==> src/rtl/seg7_digit.sv <==
module seg7_digit #(
  parameter bit ACTIVE_LOW = 1'b0
) (
  input  logic       clk,
  input  logic       rst_n,
  input  logic       le,
  input  logic [3:0] bcd,
  input  logic       bl_n,
  input  logic       rbi_n,
  input  logic       lt_n,
  output logic [6:0] seg,
  output logic       rbo_n
);
  logic [3:0] held;
  logic [3:0] cur;
  logic [6:0] glyph;
  logic [6:0] lit;
  logic       zero_sup;

  always_ff @(posedge clk or negedge rst_n)
    if (!rst_n)  held <= '0;
    else if (le) held <= bcd;

  assign cur = le ? bcd : held;

  always_comb begin
    case (cur)
      4'd0: glyph = 7'h3F;
      4'd1: glyph = 7'h06;
      4'd2: glyph = 7'h5B;
      4'd3: glyph = 7'h4F;
      4'd4: glyph = 7'h66;
      4'd5: glyph = 7'h6D;
      4'd6: glyph = 7'h7D;
      4'd7: glyph = 7'h07;
      4'd8: glyph = 7'h7F;
      4'd9: glyph = 7'h6F;
      default: glyph = 7'h00;
    endcase
  end

  assign zero_sup = !rbi_n && (cur == 4'd0);

  always_comb begin
    if (!lt_n)                 lit = 7'h7F;
    else if (!bl_n || zero_sup) lit = 7'h00;
    else                       lit = glyph;
  end

  assign seg   = ACTIVE_LOW ? ~lit : lit;
  assign rbo_n = !zero_sup;

  AST_LAMP_ALL_ON: assert property (@(posedge clk) disable iff (!rst_n)
    !lt_n |-> lit == 7'h7F);
  AST_FORCED_DARK: assert property (@(posedge clk) disable iff (!rst_n)
    (lt_n && !bl_n) |-> lit == 7'h00);
  AST_BAD_CODE_DARK: assert property (@(posedge clk) disable iff (!rst_n)
    (lt_n && cur > 4'd9) |-> lit == 7'h00);
  AST_RIPPLE_OUT_CAUSE: assert property (@(posedge clk) disable iff (!rst_n)
    !rbo_n |-> (!rbi_n && cur == 4'd0));
  AST_HOLD_STABLE: assert property (@(posedge clk) disable iff (!rst_n)
    (!le && $past(!le)) |-> $stable(cur));
endmodule

==> src/rtl/bcd7_display_chain.sv <==
module bcd7_display_chain #(
  parameter int DIGITS     = 4,
  parameter bit ACTIVE_LOW = 1'b0
) (
  input  logic                  clk,
  input  logic                  rst_n,
  input  logic                  latch_en,
  input  logic [4*DIGITS-1:0]   bcd_in,
  input  logic                  blank_n,
  input  logic                  ripple_in_n,
  input  logic                  lamp_test_n,
  output logic [7*DIGITS-1:0]   seg_out,
  output logic                  ripple_out_n
);
  logic [DIGITS:0] chain;

  assign chain[DIGITS] = ripple_in_n;
  assign ripple_out_n  = chain[0];

  for (genvar i = 0; i < DIGITS; i++) begin : g_digit
    seg7_digit #(.ACTIVE_LOW(ACTIVE_LOW)) u_digit (
      .clk   (clk),
      .rst_n (rst_n),
      .le    (latch_en),
      .bcd   (bcd_in[4*i +: 4]),
      .bl_n  (blank_n),
      .rbi_n (chain[i+1]),
      .lt_n  (lamp_test_n),
      .seg   (seg_out[7*i +: 7]),
      .rbo_n (chain[i])
    );
  end

  AST_CHAIN_NEEDS_SOURCE: assert property (@(posedge clk) disable iff (!rst_n)
    !ripple_out_n |-> !ripple_in_n);
endmodule

==> config.mk <==
export PLATFORM = sky130hd
export DESIGN_NAME = bcd7_display_chain
export DESIGN_NICKNAME = d
export VERILOG_FILES = /design/src/rtl/seg7_digit.sv /design/src/rtl/bcd7_display_chain.sv
export SDC_FILE = /design/constraint.sdc
export NUM_CORES = 1
export LEC_CHECK = 0
export BUFFER_PORTS_ARGS = -buffer_cell sky130_fd_sc_hd__buf_4
export CAP_MARGIN = 20
export CORE_MARGIN = 4
export CORE_UTILIZATION = 33
export CTS_CLUSTER_DIAMETER = 60
export CTS_CLUSTER_SIZE = 25
export DETAILED_ROUTE_END_ITERATION = 10
export SYNTH_ARGS = -nofsm -noshare
export SYNTH_HDL_FRONTEND = slang
export SYNTH_SLANG_ARGS = --single-unit
==> constraint.sdc <==
create_clock -name clk -period 2.71 [get_ports clk]
set_input_delay 0.1355 -clock clk [delete_from_list [all_inputs] [get_ports clk]]
set_output_delay 0.1355 -clock clk [all_outputs]
set_load 0.03 [all_outputs]
==> flow_metrics.env, run 1 <==
export IMPL_p_per_area_nw_per_um2=410
export IMPL_routed_wl_microns=4220
export IMPL_cpPeakStageDelay_ps=430
export IMPL_path_cells="mux2i_1 -> ha_1 -> nor2b_1 -> nand4_4 -> o41ai_4 -> o21ai_1 -> buf_4"
export IMPL_post_place_cells=316
export IMPL_grt_pass1_wl_microns=6910
export IMPL_intPower_uw=564
export IMPL_finalCritPeriodShare_pct=89.9
export IMPL_setup_violations=0
export IMPL_switching_share_pct=40.7
export IMPL_htree_levels=1
export IMPL_drv_cap=0
export IMPL_async_flop_share_pct=100
export IMPL_top_register="g_digit.u_digit.held"
export IMPL_dpl_hpwl_microns=3390
export IMPL_synth_avg_cell_area_sq_um=9.20
export IMPL_clock_skew_ps=0
export IMPL_start_util_pct=34.8
export IMPL_p_clk_share_pct=18.3
export IMPL_clock_latency_ps=250
export IMPL_syn_cell_area_sq_um=1810
export IMPL_tightest_slew_ps=496
export IMPL_synthAdderAreaFrac_pct=13.8
export IMPL_grt_pass1_vias=1452
export IMPL_switchingPower_uw=387
export IMPL_min_path_type="in -> reg"
export IMPL_cellLeakagePower_nw=1.08
export IMPL_core_sq_um=5200
export IMPL_path_clk_slew_ps=60
export IMPL_ys_seq_area_share_pct=22.1
export IMPL_syn_nets=239
export IMPL_routed_via_count=1565
export IMPL_arrival_ps=2300
export IMPL_ant_nets=0
export IMPL_synth_seq_cells=16
export IMPL_ctsLongestPathBuffers=2
export IMPL_drc=0
export IMPL_chipHeight_microns=82.1
export IMPL_nets=294
export IMPL_ir_drop_mv=0.199
export IMPL_place_congestion=0.775
export IMPL_slew_headroom_pct=66.0
export IMPL_largest_reg_flops=16
export IMPL_synth_compound_area_share_pct=23.2
export IMPL_drv_slew=0
export IMPL_rsz0062_at_grt="no"
export IMPL_cts_made_buffers=3
export IMPL_drt_wirelength_per_cell_microns=13.2
export IMPL_grtUsageTotal_pct=12.9
export IMPL_top_regs="g_digit.u_digit.held x16"
export IMPL_cts_resized=0
export IMPL_synth_cells=197
export IMPL_critical_path_slowest_cell="o41ai_4"
export IMPL_synthFlopType="dfrtp_1"
export IMPL_ios=51
export IMPL_finalSetupTns_ps=0
export IMPL_combPwrFrac_pct=52.4
export IMPL_syn_to_final_growth_pct=28.0
export IMPL_first_iter_violations=89
export IMPL_synth_edf_count=0
export IMPL_die_area_sq_um=6740
export IMPL_synth_top_family_by_area="compound AO/OA/AOI/OAI gates"
export IMPL_cts_sinks=16
export IMPL_firstDrtPassIters=4
export IMPL_layoutNonFillerInstCount=320
export IMPL_post_cts_repair_setup_buffers=0
export IMPL_synth_simple_area_share_pct=15.1
export IMPL_overflow=0
export IMPL_cts_root_buf="clkbuf_8"
export IMPL_viasPerCell=4.89
export IMPL_worstReg2RegStart="g_digit[2].u_digit.held[3]$_DFF_PN0_"
export IMPL_status="finished clean"
export IMPL_antenna_cells=0
export IMPL_fin_ws_ps=275
export IMPL_ys_types=50
export IMPL_clock_fmax_mhz=411
export IMPL_drive_gt1_share_pct=32.0
export IMPL_ys_warn_count=0
export IMPL_start_kind="flop"
export IMPL_finalHoldViolations=0
export IMPL_die_w_microns=82.1
export IMPL_period_needed_ps=2440
export IMPL_critPathLaunch="g_digit[3].u_digit.held[1]$_DFF_PN0_"
export IMPL_grt_max_degree=30
export IMPL_muxShareOfSynthArea_pct=18.3
export IMPL_cp_max_fo=7
export IMPL_numPortBuffers=50
export IMPL_crit_type="reg -> out"
export IMPL_worstSetupEndpointType="output port"
export IMPL_antenna_found_initial=0
export IMPL_synth_xor_xnor_area_share_pct=0.483
export IMPL_pre_cts_ws_ps=204
export IMPL_seqPwrFrac_pct=29.3
export IMPL_worstHoldStart="bcd_in[7]"
export IMPL_rows=26
export IMPL_cts_tree="done"
export IMPL_cp_required_ps=2570
[per-layer routing]
layer  global-route usage [%]  vias to the layer above  share of wire, %
met5                        0                        -                 0
met4                     1.50                        0              0.33
met3                     2.93                        5               4.3
met2                     22.1                       25                48
met1                     17.1                      725                48
li1                         -                      810                 -
[synthesized netlist by cell type, types with 2 or more instances]
| library cell | count | area share [%] |
|---|---|---|
| o22a_1 | 2 | 0.97 |
| o21a_1 | 2 | 0.83 |
| and2_1 | 4 | 1.4 |
| nand2b_1 | 4 | 1.4 |
| nand2_1 | 14 | 2.9 |
| nor2_1 | 2 | 0.41 |
| and3_1 | 2 | 0.69 |
| o221ai_1 | 2 | 0.97 |
| dfrtp_1 | 16 | 22 |
| nand3_1 | 3 | 0.83 |
| inv_1 | 17 | 3.5 |
| ha_1 | 20 | 14 |
| mux2i_4 | 5 | 6.2 |
| clkbuf_1 | 3 | 0.62 |
| o21ai_0 | 16 | 4.4 |
| o21ai_1 | 12 | 3.3 |
| a22oi_1 | 3 | 1.2 |
| mux2_2 | 3 | 1.9 |
| mux2i_1 | 16 | 8.8 |
| a21oi_1 | 18 | 5.0 |
| nor3b_1 | 2 | 0.83 |
| buf_2 | 2 | 0.55 |
| nor3_1 | 2 | 0.55 |
[power by group through the flow]
| stage | logic [mW] | clock network, mW | registers, mW |
|---|---|---|---|
| 2_1_floorplan | 0.343 | 0 | 0.281 |
| 3_3_place_gp | 0.500 | 0 | 0.283 |
| 3_5_place_dp | 0.500 | 0 | 0.283 |
| 4_1_cts | 0.503 | 0.182 | 0.279 |
| 5_1_grt | 0.547 | 0.193 | 0.281 |
| 6_report | 0.499 | 0.174 | 0.278 |
[critical path, delay by kind of cell, from the launching register on]
kind	cells	cell delay (ps)
compound gates	2	580
simple gates	2	530
flops	1	360
fa+ha+maj	1	210
buf+inv	1	190
mux	1	180
[worst paths after layout]
check,endpoint,slack [ps],cells past startpoint
max,seg_out[1],270,7
min,g_digit[1].u_digit.held[3]$_DFF_PN0_,210,3
max reg2reg,g_digit[2].u_digit.held[3]$_DFF_PN0_,1510,2
min reg2reg,g_digit[0].u_digit.held[1]$_DFF_PN0_,630,1
max in group asynchronous,g_digit[1].u_digit.held[0]$_DFF_PN0_,2230,2
min in group asynchronous,g_digit[2].u_digit.held[0]$_DFF_PN0_,290,2
[cell families after synthesis]
group                    count (synthesis)
buffers and inverters                   26
AO/OA/AOI/OAI                           64
multiplexers                            26
AND/OR/NAND/NOR                         44
flip-flops                              16
XOR/XNOR                                 1
adder cells (fa/ha/maj)                 20
[final cells by class]
| type | instances | area (sq um) |
|---|---|---|
| clock buffers | 3 | 41.3 |
| fillers | 513 | 2890 |
| inverters | 18 | 67.6 |
| multi-input cells | 155 | 1280 |
| flip-flops and latches | 16 | 400 |
| well taps | 70 | 87.6 |
| repair buffers | 58 | 438 |
[timing repair]
action | 4_1_cts | 5_1_grt
endpoints found under the setup margin | 0 | 3
hold buffers | 1 | 0
hold endpoints to repair | 16 | 0
[stage by stage]
| stage | area [sq um] | hold slack (ps) | util (%) | power, mW |
|---|---|---|---|---|
| 4_1_cts | 2320 | 206 | 44.5 | 0.963 |
| 2_1_floorplan | 1810 | -160 | - | 0.624 |
| 3_3_place_gp | 2270 | 9.13 | 43.6 | 0.783 |
| 3_5_place_dp | 2270 | 11.2 | 43.6 | 0.783 |
| 5_1_grt | 2320 | 241 | 44.5 | 1.02 |
| 6_report | 2320 | 212 | 44.5 | 0.951 |
[cells in the final DEF, fill, tap and decap left out, drive strengths merged, types with 2 or more instances in the layout]
master / count
nor2: 3
inv: 18
buf: 57
nand2: 14
o21ai: 28
dfrtp: 16
nor3: 4
o22a: 2
and2: 4
clkbuf: 3
o221ai: 2
mux2i: 22
mux2: 4
nand2b: 4
nor3b: 3
and3: 2
a22oi: 4
ha: 20
a21oi: 19
o21a: 2
nand3: 3
Power figures use the tool's default switching activity.
==> inputs of run 2 (changes only) <==
--- a/config.mk
+++ b/config.mk
@@ -7,11 +7,14 @@
 export LEC_CHECK = 0
 export BUFFER_PORTS_ARGS = -buffer_cell sky130_fd_sc_hd__buf_4
 export CAP_MARGIN = 20
+export CELL_PAD_IN_SITES_DETAIL_PLACEMENT = 0
+export CELL_PAD_IN_SITES_GLOBAL_PLACEMENT = 1
 export CORE_MARGIN = 4
 export CORE_UTILIZATION = 33
 export CTS_CLUSTER_DIAMETER = 60
 export CTS_CLUSTER_SIZE = 25
 export DETAILED_ROUTE_END_ITERATION = 10
+export PLACE_DENSITY_LB_ADDON = 0.1
 export SYNTH_ARGS = -nofsm -noshare
 export SYNTH_HDL_FRONTEND = slang
 export SYNTH_SLANG_ARGS = --single-unit
==> run 2 against run 1 <==
Clock power is essentially flat. Global-route usage is essentially flat. Die area is the same.
==> flow_metrics.env, run 2 (synthesis gave the netlist of run 1 again) <==
export IMPL_finalCritPeriodShare_pct=89.1
export IMPL_place_congestion=0.747
export IMPL_drc=0
export IMPL_overflow=0
export IMPL_chipHeight_microns=82.1
export IMPL_antenna_cells=0
export IMPL_die_area_sq_um=6740
export IMPL_firstDrtPassIters=4
export IMPL_path_clk_slew_ps=60
export IMPL_first_iter_violations=26
export IMPL_cp_max_fo=7
export IMPL_grt_pass1_vias=1488
export IMPL_post_cts_repair_setup_buffers=0
export IMPL_layout_commonest_cell="buf_4"
export IMPL_start_util_pct=34.8
export IMPL_ant_nets=0
export IMPL_routed_wl_microns=4140
export IMPL_htree_levels=1
export IMPL_post_dp_cell_area_sq_um=2270
export IMPL_die_w_microns=82.1
export IMPL_drv_cap=0
export IMPL_grtUsageTotal_pct=13.0
export IMPL_arrival_ps=2280
export IMPL_worstReg2RegStart="g_digit[2].u_digit.held[3]$_DFF_PN0_"
export IMPL_slew_headroom_pct=68.3
export IMPL_clock_latency_ps=240
export IMPL_nets=295
export IMPL_timing_hold_ws_ps=209
export IMPL_grt_max_degree=30
export IMPL_largest_reg_flops=16
export IMPL_start_kind="flop"
export IMPL_finalHoldViolations=0
export IMPL_ir_drop_mv=0.178
export IMPL_ios=51
export IMPL_cts_tree="done"
export IMPL_tightest_slew_ps=462
export IMPL_syn_to_final_growth_pct=28.5
export IMPL_dpl_hpwl_microns=3410
export IMPL_routed_via_count=1557
export IMPL_cp_required_ps=2570
export IMPL_post_route_util_pct=44.7
export IMPL_crit_type="reg -> out"
export IMPL_top_regs="g_digit.u_digit.held x16"
export IMPL_numPortBuffers=50
export IMPL_final_cell_mix="buf_4 (58), ha_1 (20), a21oi_1 (18), inv_1 (17)"
export IMPL_ctsLongestPathBuffers=2
export IMPL_rows=26
export IMPL_worstHoldStart="bcd_in[7]"
export IMPL_rsz0062_at_grt="no"
export IMPL_finalSetupTns_ps=0
export IMPL_drt_wirelength_per_cell_microns=12.9
export IMPL_setup_violations=0
export IMPL_drv_slew=0
export IMPL_cts_made_buffers=3
export IMPL_antenna_found_initial=0
export IMPL_cellLeakagePower_nw=1.08
export IMPL_drive_gt1_share_pct=32.7
export IMPL_top_register="g_digit.u_digit.held"
export IMPL_worstSetupEndpointType="output port"
export IMPL_viasPerCell=4.85
export IMPL_stdcell_area_sq_um=2330
export IMPL_p_per_area_nw_per_um2=407
export IMPL_status="finished clean"
export IMPL_period_needed_ps=2420
export IMPL_cts_sinks=16
export IMPL_core_sq_um=5200
export IMPL_grt_pass1_wl_microns=6930
export IMPL_cts_root_buf="clkbuf_8"
export IMPL_clock_skew_ps=0
export IMPL_critPathLaunch="g_digit[3].u_digit.held[0]$_DFF_PN0_"
export IMPL_min_path_type="in -> reg"
export IMPL_clock_fmax_mhz=414
[run 2: area by class of cell]
type	count	area, sq um
Multi-Input combinational cell	155	1290
Clock buffer	3	41.3
Fill cell	544	2880
Inverter	18	67.6
Timing Repair Buffer	59	445
Tap cell	70	87.6
Sequential cell	16	400
[run 2: final timing paths]
path,slack (ps),end,depth (start not counted)
worst min register to register,620,g_digit[0].u_digit.held[1]$_DFF_PN0_,1
worst max-delay path,290,seg_out[6],7
worst min-delay path,210,g_digit[1].u_digit.held[3]$_DFF_PN0_,3
max in group asynchronous,2230,g_digit[0].u_digit.held[3]$_DFF_PN0_,2
min in group asynchronous,290,g_digit[1].u_digit.held[0]$_DFF_PN0_,2
worst max register to register,1550,g_digit[2].u_digit.held[3]$_DFF_PN0_,2
[run 2: layer usage]
| layer | global-route usage (%) | vias up | wire length [microns] | part of all wire, % |
|---|---|---|---|---|
| met1 | 18.4 | 697 | 2000 | 48 |
| met5 | 0 | - | 0 | 0 |
| li1 | - | 816 | - | - |
| met2 | 20.1 | 42 | 1850 | 45 |
| met3 | 2.17 | 2 | 266 | 6.4 |
| met4 | 3.99 | 0 | 34 | 0.82 |
[run 2: what timing repair did]
item | CTS | global route
hold buffers | 1 | 0
setup endpoints to repair | 0 | 7
hold endpoints to repair | 16 | 0
gates resized for setup | 0 | 1
[run 2: metrics by stage]
stage	instances	setup slack, ps	total power [mW]
4_1_cts	321	168	0.962
3_3_place_gp	317	275	0.789
6_report	321	294	0.948
5_1_grt	321	63.3	1.02
2_1_floorplan	197	313	0.624
3_5_place_dp	317	213	0.784
[run 2: power by group]
group | leakage (nW) | switching [mW] | internal (mW)
registers | 0.187 | 0.0158 | 0.263
clock network | 0.0216 | 0.0735 | 0.0982
logic | 0.876 | 0.293 | 0.205
[run 2: critical path: stages (launching register included)]
cell	delay, ps
dfrtp_1	350
mux2i_1	190
ha_1	220
nor2b_2	270
nand4_4	170
o41ai_4	500
o21ai_1	150
buf_4	190
